<file path="src/rtl/pixel_sample_pulse_gen.sv">
`timescale 1ns/1ps
module pixel_sample_pulse_gen #(
  parameter int PIX_SGL = 16,
  parameter int PIX_DBL = 8,
  parameter int CNT_W   = 3,
  parameter int CTR_W   = 5
) (
  input  logic       clk,
  input  logic       rst_n,
  input  logic       mclk_rise,
  input  logic       strobe,
  input  logic       cfg_dbl,
  input  logic       cfg_cds,
  input  logic       cfg_direct,
  input  logic [1:0] cfg_width,
  input  logic [1:0] cfg_ftpos,
  output logic       dl_pulse,
  output logic       ft_pulse,
  output logic       pix_start,
  output logic       err_flag
);
  localparam logic [CNT_W-1:0] CNT_MAX = {CNT_W{1'b1}};
  localparam logic [CTR_W-1:0] CTR_MAX = {CTR_W{1'b1}};

  logic [CNT_W-1:0] hi_cnt;
  logic [CTR_W-1:0] ctr, ctr_nx, per, hold_len, ft_from, ft_to;
  logic             locked, dl_q, strobe_d, ref_edge, illegal;

  assign per      = cfg_dbl ? CTR_W'(PIX_DBL) : CTR_W'(PIX_SGL);
  assign hold_len = cfg_dbl ? CTR_W'(cfg_width) + CTR_W'(1)
                            : CTR_W'({cfg_width, 1'b0}) + CTR_W'(2);
  assign ft_from  = cfg_dbl ? CTR_W'(cfg_ftpos) + CTR_W'(1)
                            : CTR_W'({cfg_ftpos, 1'b0}) + CTR_W'(2);
  assign ft_to    = ft_from + (cfg_dbl ? CTR_W'(1) : CTR_W'(2));

  assign ref_edge = mclk_rise && !strobe && (hi_cnt != '0);
  assign illegal  = cfg_dbl ? (hi_cnt > CNT_W'(1)) : (hi_cnt > CNT_W'(3));
  assign ctr_nx   = ref_edge ? '0 : ((ctr == CTR_MAX) ? ctr : ctr + CTR_W'(1));
  assign dl_pulse = cfg_direct ? strobe : dl_q;

  always_ff @(posedge clk or negedge rst_n) begin
    if (!rst_n) begin
      hi_cnt    <= '0;
      ctr       <= '0;
      locked    <= 1'b0;
      dl_q      <= 1'b0;
      ft_pulse  <= 1'b0;
      strobe_d  <= 1'b0;
      pix_start <= 1'b0;
      err_flag  <= 1'b0;
    end else begin
      if (mclk_rise)
        hi_cnt <= !strobe ? '0 : ((hi_cnt == CNT_MAX) ? hi_cnt : hi_cnt + CNT_W'(1));
      ctr       <= ctr_nx;
      locked    <= locked | ref_edge;
      dl_q      <= locked && !ref_edge && (ctr_nx >= per - hold_len);
      ft_pulse  <= cfg_cds && locked && !ref_edge && (ctr_nx >= ft_from) && (ctr_nx < ft_to);
      strobe_d  <= strobe;
      pix_start <= cfg_direct ? (strobe_d && !strobe) : ref_edge;
      if (ref_edge)
        err_flag <= illegal;
      else if (ctr == per - CTR_W'(1))
        err_flag <= 1'b0;
    end
  end

  AST_FT_OFF_IN_DC: assert property (@(posedge clk) disable iff (!rst_n)
    !cfg_cds |=> !ft_pulse);
  AST_PIX_ONE_CYCLE: assert property (@(posedge clk) disable iff (!rst_n)
    pix_start |=> !pix_start);
  AST_DL_FALL_AT_REF: assert property (@(posedge clk) disable iff (!rst_n)
    (!cfg_direct && $past(!cfg_direct) && $fell(dl_pulse)) |-> pix_start);
  AST_FT_SGL_WIDTH: assert property (@(posedge clk) disable iff (!rst_n)
    (!cfg_dbl && $rose(ft_pulse)) |=> ft_pulse);
  AST_FT_DBL_WIDTH: assert property (@(posedge clk) disable iff (!rst_n)
    (cfg_dbl && ft_pulse) |=> !ft_pulse);
  AST_ERR_AT_REF: assert property (@(posedge clk) disable iff (!rst_n)
    $rose(err_flag) |-> $past(ref_edge));
endmodule

</file>
<file path="config.mk">
export PLATFORM = sky130hd
export DESIGN_NAME = pixel_sample_pulse_gen
export DESIGN_NICKNAME = d
export VERILOG_FILES = /design/src/rtl/pixel_sample_pulse_gen.sv
export SDC_FILE = /design/constraint.sdc
export NUM_CORES = 1
export LEC_CHECK = 0
export BUFFER_PORTS_ARGS = -buffer_cell sky130_fd_sc_hd__buf_4
export CAP_MARGIN = 0
export CELL_PAD_IN_SITES_DETAIL_PLACEMENT = 1
export CELL_PAD_IN_SITES_GLOBAL_PLACEMENT = 1
export CORE_ASPECT_RATIO = 1.1
export CORE_MARGIN = 2
export CORE_UTILIZATION = 40
export CTS_CLUSTER_DIAMETER = 120
export DETAILED_ROUTE_END_ITERATION = 10
export PLACE_DENSITY_LB_ADDON = 0.1
export REMOVE_ABC_BUFFERS = 1
export SLEW_MARGIN = 20
export SYNTH_ARGS = -nofsm -noshare
export SYNTH_HDL_FRONTEND = slang
export SYNTH_SLANG_ARGS = --single-unit
</file>
<file path="constraint.sdc">
create_clock -name clk -period 3.6 [get_ports clk]
set_input_delay 0.54 -clock clk [delete_from_list [all_inputs] [get_ports clk]]
set_output_delay 0.54 -clock clk [all_outputs]
set_load 0.01 [all_outputs]
</file>
=== Yosys cells after proc, flatten, opt, wreduce, memory -nomap -nowiden ===
Index checks and enable logic that the tools add are counted.

* Eq/ne operators: 4
* Mux-type cells: 13
* Reductions and logical operators: 14
* Bitwise logic cells: 1
* $lt $le $gt $ge: 5
* Add/sub/neg operators: 9

{| class="wikitable"
|+ Operators by type and width
! kind !! number
|-
| $mux W5 || 3
|-
| $logic_and A1 B1 Y1 || 9
|-
| $add A3 B2 Y4 const B || 2
|-
| $mux W4 || 2
|-
| $add A2 B1 Y3 const B || 2
|-
| $mux W3 || 2
|-
| $add A4 B2 Y5 || 1
|-
| $add A5 B1 Y5 const B || 1
|-
| $eq A5 B5 Y1 || 1
|-
| $eq A5 B5 Y1 const B || 1
|-
| $ge A5 B4 Y1 || 1
|-
| $ge A5 B5 Y1 || 1
|-
| $lt A5 B5 Y1 || 1
|-
| $mux W1 || 5
|-
| $sub A5 B1 Y5 const B || 1
|-
| $sub A5 B4 Y5 || 1
|-
| $add A3 B1 Y3 const B || 1
|-
| $eq A3 B3 Y1 const B || 1
|-
| $gt A3 B1 Y1 const B || 1
|-
| $gt A3 B2 Y1 const B || 1
|-
| $reduce_bool A3 Y1 || 1
|-
| $logic_not A1 Y1 || 2
|-
| $mux W2 || 1
|-
| $ne A2 B2 Y1 const B || 1
|-
| other kinds (3) || 3
|}

* Logic and storage cells: 54
* Register bits: 14

=== Logic depth before layout (Yosys ltp) ===
Gate-level depths: netlist of the first run.

* Word-level depth: 7
* Mapped depth: 12
* Mapped depth without buffers: 11

=== Worst setup path after synthesis of the first run ===
Ideal clock, no wire load.

* Path type: register to register
* Start: register ctr[0]
* End: register ft_pulse
* Setup slack: 1,330 ps
* Cell stages (with the launch flop): 11
* Setup time: 124 ps
* Arrival time: 2,147 ps
* Data required time: 3,476 ps
* Clock period less this slack: 2,270 ps
* Path through: dfrtp_1 > ha_1 > nand4_1 > xor2_1 > nand2_1 > ha_1 > nand2b_1 > a21o_1 > maj3_2 > a21oi_1 > a211oi_2

* Word-level cells in the longest chain between the ends: 6
* Elaborated cells between the ends (all ways): 8
* Classes of those cells: add/sub (1); order compare (2); eq/ne (1); mux (2); reduce/logical (2)

{| class="wikitable"
|+ Ends and longest elaborated chain
! item !! RTL line !! text
|-
| start, declared || 26 || <nowiki>logic [CTR_W-1:0] ctr, ctr_nx, per, hold_len, ft_from, ft_to;</nowiki>
|-
| start signal, assigned || 54 || <nowiki>ctr <= ctr_nx;</nowiki>
|-
| $add A5 B1 Y5 / $eq A5 B5 Y1 (equally long branches) || 38 || <nowiki>assign ctr_nx = ref_edge ? '0 : ((ctr == CTR_MAX) ? ctr : ctr + CTR_W'(1));</nowiki>
|-
| $mux W5 (*) (2 in series) || 38 ||
|-
| $ge A5 B4 Y1 || 57 || <nowiki>ft_pulse <= cfg_cds && locked && !ref_edge && (ctr_nx >= ft_from) && (ctr_nx < ft_to);</nowiki>
|-
| $logic_and A1 B1 Y1 || 57 ||
|-
| $logic_and A1 B1 Y1 (*) || 57 ||
|-
| end signal, assigned || 57 ||
|-
| end, declared || 18 || <nowiki>output logic ft_pulse,</nowiki>
|}

Every way passes the cells marked *; elsewhere a longest branch is shown, timed or not.
A chain may end at the register's enable or synchronous reset.

=== Final worst setup path of the first run ===
Ends and elaborated chain as after synthesis.

==> results of run 1 <==
[where the power goes]
group / total (mW) / internal, mW / switching (mW)
logic: 0.473 / 0.217 / 0.256
clock network: 0.114 / 0.0615 / 0.0525
registers: 0.249 / 0.204 / 0.0452
total: 0.836 / 0.483 / 0.353
[kinds of logic (layout without fill, tap and decap cells)]
kind of cell | after synthesis | count (layout)
flip-flops | 14 | 14
adder cells (fa/ha/maj) | 18 | 18
multiplexers | 5 | 5
buffers and inverters | 10 | 25
AO/OA/AOI/OAI | 25 | 25
AND/OR/NAND/NOR | 47 | 47
XOR/XNOR | 6 | 6
[worst max-delay path: cells and delay by family (launching register included)]
family / cells / cell delay (ns)
simple gates: 3 / 0.50
flops: 1 / 0.41
compound gates: 3 / 0.41
fa+ha+maj: 3 / 0.90
xor+xnor: 1 / 0.29
[metrics by stage]
stage          instances  util, %
2_1_floorplan        122        -
3_3_place_gp         169     46.6
3_5_place_dp         169     46.6
4_1_cts              173     47.9
5_1_grt              173     47.9
6_report             173     47.9
[metal layers]
metal / vias to the layer above / GRT usage (%)
li1: 475 / -
met4: 0 / 8.71
met3: 2 / 1.49
met2: 12 / 35.5
met5: - / 0
met1: 447 / 17.8
[layout by cell type (no fill, tap or decap), types with 2 or more instances in the layout]
cell type / n
mux2_2: 2
and2b_1: 2
nor2b_1: 4
maj3_2: 2
o21ai_0: 4
nand4_1: 2
ha_1: 16
clkbuf_4: 3
o21ai_1: 2
nor2_1: 5
buf_4: 14
nand3b_1: 4
xor2_1: 4
a21oi_1: 6
xnor2_1: 2
o211ai_1: 2
mux2i_1: 3
nand2b_1: 7
dfrtp_1: 14
nand3_1: 6
nand2_1: 10
inv_1: 6
[flip-flops by register name, summed over array words and instances (netlist names)]
name       count
ctr            5
pix_start      1
locked         1
ft_pulse       1
err_flag       1
dl_q           1
strobe_d       1
hi_cnt         3
[cell type report]
| type | instances | area [um2] | area share [%] |
|---|---|---|---|
| timing repair buffer | 14 | 105 | 7.89 |
| tap | 33 | 41.3 | 3.10 |
| inverter | 7 | 26.3 | 1.97 |
| clock buffer | 4 | 36.3 | 2.73 |
| multi-input combinational | 101 | 772 | 58.0 |
| sequential | 14 | 350 | 26.3 |
[worst paths after layout]
| kind | to | from | slack (ns) | cells after the start |
|---|---|---|---|---|
| max reg2reg | ft_pulse$_DFF_PN0_ | ctr[0]$_DFF_PN0_ | 0.98 | 10 |
| max in group asynchronous | hi_cnt[2]$_DFFE_PN0P_ | rst_n | 3.34 | 1 |
| min in group clk | strobe_d$_DFF_PN0_ | strobe | 0.43 | 1 |
| min | hi_cnt[0]$_DFFE_PN0P_ | rst_n | 0.1 | 1 |
| max | ft_pulse$_DFF_PN0_ | ctr[0]$_DFF_PN0_ | 0.98 | 10 |
| min reg2reg | pix_start$_DFF_PN0_ | strobe_d$_DFF_PN0_ | 0.53 | 2 |
==> flow_metrics.env, run 1 <==
export IMPL_clock_path_buffers=2
export IMPL_hold_class="in2async"
export IMPL_syn_inst=125
export IMPL_tightest_slew_ns=0.455
export IMPL_yosys_register_bits=14
export IMPL_vdd_drop_max_v=0.000263
export IMPL_fin_skew_ns=0.00133
export IMPL_layout_setup_ws_ns=0.979
export IMPL_die_w_um=55.5
export IMPL_hpwlAfterDp_mm=2.12
export IMPL_syn2layout_area_growth_pct=14.3
export IMPL_syn_area_um2=1160
export IMPL_cp_required_ns=3.77
export IMPL_route_met3_wl_um=54
export IMPL_synthXorXnorAreaFrac_pct=4.51
export IMPL_pre_cts_ws_ns=0.993
export IMPL_power_leakage_nw=0.644
export IMPL_worstSkewPairLatency_ns=0.28
export IMPL_hold_buffers=0
export IMPL_yosys_top_cells_count="16 x ha_1, 14 x dfrtp_1, 10 x nand2_1"
export IMPL_finalMaxSlewViolations=0
export IMPL_drc_errors=0
export IMPL_cp_max_fo=5
export IMPL_synth_most_common_cell="ha_1"
export IMPL_synth_adder_area_share_pct=19.1
export IMPL_synthFlopType="dfrtp_1"
export IMPL_routed_top_layer="met4"
export IMPL_period_share_pct=72.8
export IMPL_synth_compound_area_share_pct=15.0
export IMPL_synth_mux_area_share_pct=4.51
export IMPL_io_buffers=14
export IMPL_critical_path_cell_chain="ha_1 -> nand4_1 -> xor2_1 -> nand2_1 -> ha_1 -> nand2b_1 -> a21o_1 -> maj3_2 -> a21oi_1 -> a211oi_2"
export IMPL_fin_area_um2=1330
export IMPL_synth_edff_count=0
export IMPL_synth_top_family_by_area="simple AND/OR/NAND/NOR gates"
export IMPL_placementRows=20
export IMPL_antenna_found_initial=0
export IMPL_drive_gt1_share_pct=22.9
export IMPL_slew_headroom_pct=69.6
export IMPL_rsz0062_at_grt="no"
export IMPL_start_util_pct=41.9
export IMPL_worstSetupStartpointType="flip-flop"
export IMPL_grt_max_degree=22
export IMPL_hold_violations=0
export IMPL_routedWlPerCell_um=14.8
export IMPL_grt_pass1_vias=1025
export IMPL_cts_htree_levels=1
export IMPL_ys_warn_count=0
export IMPL_tritoncts="done"
export IMPL_via_count=936
export IMPL_yosysTopAreaCell="dfrtp_1"
export IMPL_grt_ovfl_total=0
export IMPL_fmax_mhz=382
export IMPL_die_area_um2=3360
export IMPL_cts_sinks=14
export IMPL_grt_pass1_wl_mm=4.44
export IMPL_synthTopCellsByArea="dfrtp_1 30%, ha_1 17%, nand2b_1 3.8%"
export IMPL_fp_dieH_um=60.6
export IMPL_async_reset_ff_share_pct=100
export IMPL_placed_area_um2=1290
export IMPL_synth_top_area_share_pct=30.1
export IMPL_drt_met1_wl_mm=1.04
export IMPL_cts_made_buffers=3
export IMPL_num_antenna_cells=0
export IMPL_status="complete, no violations"
export IMPL_avgSynthCellArea_um2=9.32
export IMPL_ant_nets=0
export IMPL_synth_simple_area_share_pct=23.1
export IMPL_cts_resized_gates=0
export IMPL_critPathSlowestCell="dfrtp_1"
export IMPL_hold_ws_ns=0.0958
export IMPL_cts_root_buf="clkbuf_4"
export IMPL_powerDensity_nw_per_um2=628
export IMPL_io_pin_count=15
export IMPL_critPathCaptureType="flip-flop"
export IMPL_p_total_uw=836
export IMPL_crit_type="reg2reg"
export IMPL_fillers=345
export IMPL_synth_cell_types=42
export IMPL_dr_wl_met2_mm=1.44
export IMPL_gp_congestion=0.687
export IMPL_synth_seq_area_share_pct=30.1
export IMPL_first_iter_violations=8
export IMPL_cap_violations=0
export IMPL_critPathMaxStageDelay_ns=0.41
export IMPL_setup_viol_count_final=0
export IMPL_tns_ns=0
export IMPL_grtUsageTotal_pct=17.3
export IMPL_core_um2=2780
export IMPL_clkSlewWorstSetupHoldPaths_ns=0.09
export IMPL_path_common_cell="ha_1"
export IMPL_crit_arrival_ns=2.79
export IMPL_layout_min_cycle_time_ns=2.62
export IMPL_post_cts_buffers=0
export IMPL_wl_mm=2.56
export IMPL_dr_pass1_iters=3
export IMPL_vias_per_cell=5.41
export IMPL_fin_nets=168
Note: power is estimated with default switching activity, not from simulation.
==> inputs of run 2 (changes only) <==
==> constraint.sdc (replaced) <==
create_clock -name clk -period 2.5 [get_ports clk]
set_input_delay 0.375 -clock clk [delete_from_list [all_inputs] [get_ports clk]]
set_output_delay 0.375 -clock clk [all_outputs]
set_load 0.01 [all_outputs]
==> run 2 against run 1 <==
Cell count increased by 2.9%. Sequential power increased by 42%. Hold slack improved by 0.16 ns. Critical path depth unchanged. Routed wire length decreased by 1.3%. Fmax increased by 11%. Clock power increased by 52%. Register-to-register slack got worse by 0.83 ns. Cell area increased by 3.0%. Largest cell class unchanged. Largest power group unchanged. Highest routed layer unchanged.
==> flow_metrics.env, run 2 (synthesis results as in run 1) <==
export IMPL_status="complete, no violations"
export IMPL_tightest_slew_ns=0.458
export IMPL_via_count=974
export IMPL_grt_ovfl_total=0
export IMPL_core_um2=2780
export IMPL_r2r_start="ctr[1]$_DFF_PN0_"
export IMPL_p_switching_uw=518
export IMPL_slew_headroom_pct=69.5
export IMPL_drt_met1_wl_mm=1.03
export IMPL_worstSetupStartpointType="flip-flop"
export IMPL_finalMaxSlewViolations=0
export IMPL_p_int_uw=727
export IMPL_critPathCaptureType="flip-flop"
export IMPL_worstSkewPairLatency_ns=0.29
export IMPL_cap_violations=0
export IMPL_cts_made_buffers=3
export IMPL_whs_path_depth=1
export IMPL_grt_max_degree=22
export IMPL_utilization_pct=49.4
export IMPL_die_w_um=55.5
export IMPL_layout_setup_ws_ns=0.145
export IMPL_swShare_pct=41.6
export IMPL_antenna_found_initial=0
export IMPL_first_iter_violations=3
export IMPL_grtUsageTotal_pct=17.5
export IMPL_clkSlewWorstSetupHoldPaths_ns=0.09
export IMPL_pre_cts_ws_ns=0.158
export IMPL_vdd_drop_max_v=0.000367
export IMPL_clock_path_buffers=2
export IMPL_cp_max_fo=3
export IMPL_path_common_cell="ha_1"
export IMPL_r2r_slack_ns=0.15
export IMPL_crit_type="reg2reg"
export IMPL_clkPwrFrac_pct=13.9
export IMPL_pwr_share_comb_pct=57.7
export IMPL_path_depth=10
export IMPL_ant_nets=0
export IMPL_reg_largest_list="ctr x5, hi_cnt x3"
export IMPL_routedWlPerCell_um=14.2
export IMPL_largest_register_ffs=5
export IMPL_fmax_mhz=425
export IMPL_critPathMaxStageDelay_ns=0.38
export IMPL_power_leakage_nw=0.666
export IMPL_rr_worst_depth=10
export IMPL_crit_family="adder cells"
export IMPL_period_share_pct=94.2
export IMPL_fin_skew_ns=0.00210
export IMPL_crit_arrival_ns=2.54
export IMPL_min_delay_start="strobe"
export IMPL_io_pin_count=15
export IMPL_crit_buf_inv=0
export IMPL_mostFrequentLayoutCells="18 x buf_4, 16 x ha_1, 14 x dfrtp_1"
export IMPL_critical_path_cell_chain="ha_1 -> nand4_1 -> xor2_1 -> nand2_1 -> ha_1 -> nand2b_1 -> a21o_1 -> maj3_2 -> a21oi_1 -> a211oi_2"
export IMPL_start_util_pct=41.9
export IMPL_powerDensity_nw_per_um2=908
export IMPL_top_register="ctr"
export IMPL_hold_ws_ns=0.255
export IMPL_grt_pass1_wl_mm=4.37
export IMPL_cp_required_ns=2.69
export IMPL_hold_end="strobe_d$_DFF_PN0_"
export IMPL_cts_htree_levels=1
export IMPL_cts_sinks=14
export IMPL_p_seq_share_pct=28.4
export IMPL_worstReg2RegEnd="ft_pulse$_DFF_PN0_"
export IMPL_grt_pass1_vias=984
export IMPL_hold_class="in2reg"
export IMPL_layout_min_cycle_time_ns=2.35
export IMPL_route_met3_wl_um=50
export IMPL_hold_violations=0
export IMPL_dr_wl_met2_mm=1.30
export IMPL_wl_mm=2.53
export IMPL_dr_pass1_iters=2
export IMPL_tritoncts="done"
export IMPL_placementRows=20
export IMPL_fin_nets=173
export IMPL_io_buffers=14
export IMPL_hpwlAfterDp_mm=2.02
export IMPL_syn2layout_area_growth_pct=17.7
export IMPL_final_common_cell="buf_4"
export IMPL_drive_gt1_share_pct=24.8
export IMPL_setup_viol_count_final=0
export IMPL_routed_top_layer="met4"
export IMPL_fp_dieH_um=60.6
export IMPL_cts_root_buf="clkbuf_4"
export IMPL_vias_per_cell=5.47
export IMPL_gp_congestion=0.807
export IMPL_num_antenna_cells=0
export IMPL_die_area_um2=3360
export IMPL_critPathSlowestCell="dfrtp_1"
export IMPL_drc_errors=0
[run 2: changes by cell type in the layout (fill, tap and decap cells not counted), sizes merged]
| cell | previous run | this run |
|---|---|---|
| buf | 14 | 18 |
| dlygate4sd3 | 0 | 1 |
[run 2: power by group through the flow]
stage / Combinational, mW / Sequential (mW) / Clock [mW]
2_1_floorplan: 0.502 / 0.352 / 0
3_3_place_gp: 0.668 / 0.357 / 0
3_5_place_dp: 0.700 / 0.363 / 0
4_1_cts: 0.707 / 0.358 / 0.178
5_1_grt: 0.839 / 0.368 / 0.189
6_report: 0.718 / 0.354 / 0.173
[run 2: timing repair]
| action | in CTS | in global routing |
|---|---|---|
| endpoints found under the setup margin | 0 | 1 |
| gates resized for setup | 0 | 0 |
| setup buffers | 0 | 2 |
| endpoints found under the hold margin | 14 | 0 |
| hold buffers | 1 | 0 |
[run 2: worst reg2reg max path, cell delays in order (launching register included)]
cell and delay (ns):
dfrtp_1 0.38, ha_1 0.18, nand4_1 0.17, xor2_1 0.27, nand2_1 0.13, ha_1 0.29
nand2b_1 0.13, a21o_1 0.18, maj3_2 0.30, a21oi_1 0.17, a211oi_2 0.05
[run 2: per-stage QoR]
step	instances	TNS, ns	power (mW)	area [um2]
final	178	0	1.25	1370
after CTS	176	0	1.24	1360
after detailed placement	171	0	1.06	1310
after global routing	178	-0.0168	1.40	1370
after floorplan	122	0	0.854	1150
after global placement	171	0	1.03	1310
[run 2: how the worst max path moves through the flow]
stage,slack [ns],start,endpoint
detailed placement,0.16,ctr[0]$_DFF_PN0_,ft_pulse$_DFF_PN0_
finish,0.15,ctr[1]$_DFF_PN0_,ft_pulse$_DFF_PN0_
global placement,0.20,ctr[0]$_DFF_PN0_,ft_pulse$_DFF_PN0_
floorplan,0.21,ctr[0]$_DFF_PN0_,ft_pulse$_DFF_PN0_
global route,-0.02,ctr[1]$_DFF_PN0_,ft_pulse$_DFF_PN0_
CTS,0.14,ctr[0]$_DFF_PN0_,ft_pulse$_DFF_PN0_
[run 2: area by class of cell]
type / instances / area [um2]
fillers: 335 / 1410
multi-input cells: 101 / 772
flip-flops and latches: 14 / 350
repair buffers: 19 / 145
well taps: 33 / 41.3
clock buffers: 4 / 36.3
inverters: 7 / 26.3
[run 2: layer usage]
metal / vias to the layer above / global-route usage [%]
li1: 483 / -
met1: 468 / 18.7
met2: 15 / 31.3
met3: 8 / 2.13
met4: 0 / 15.0
met5: - / 0
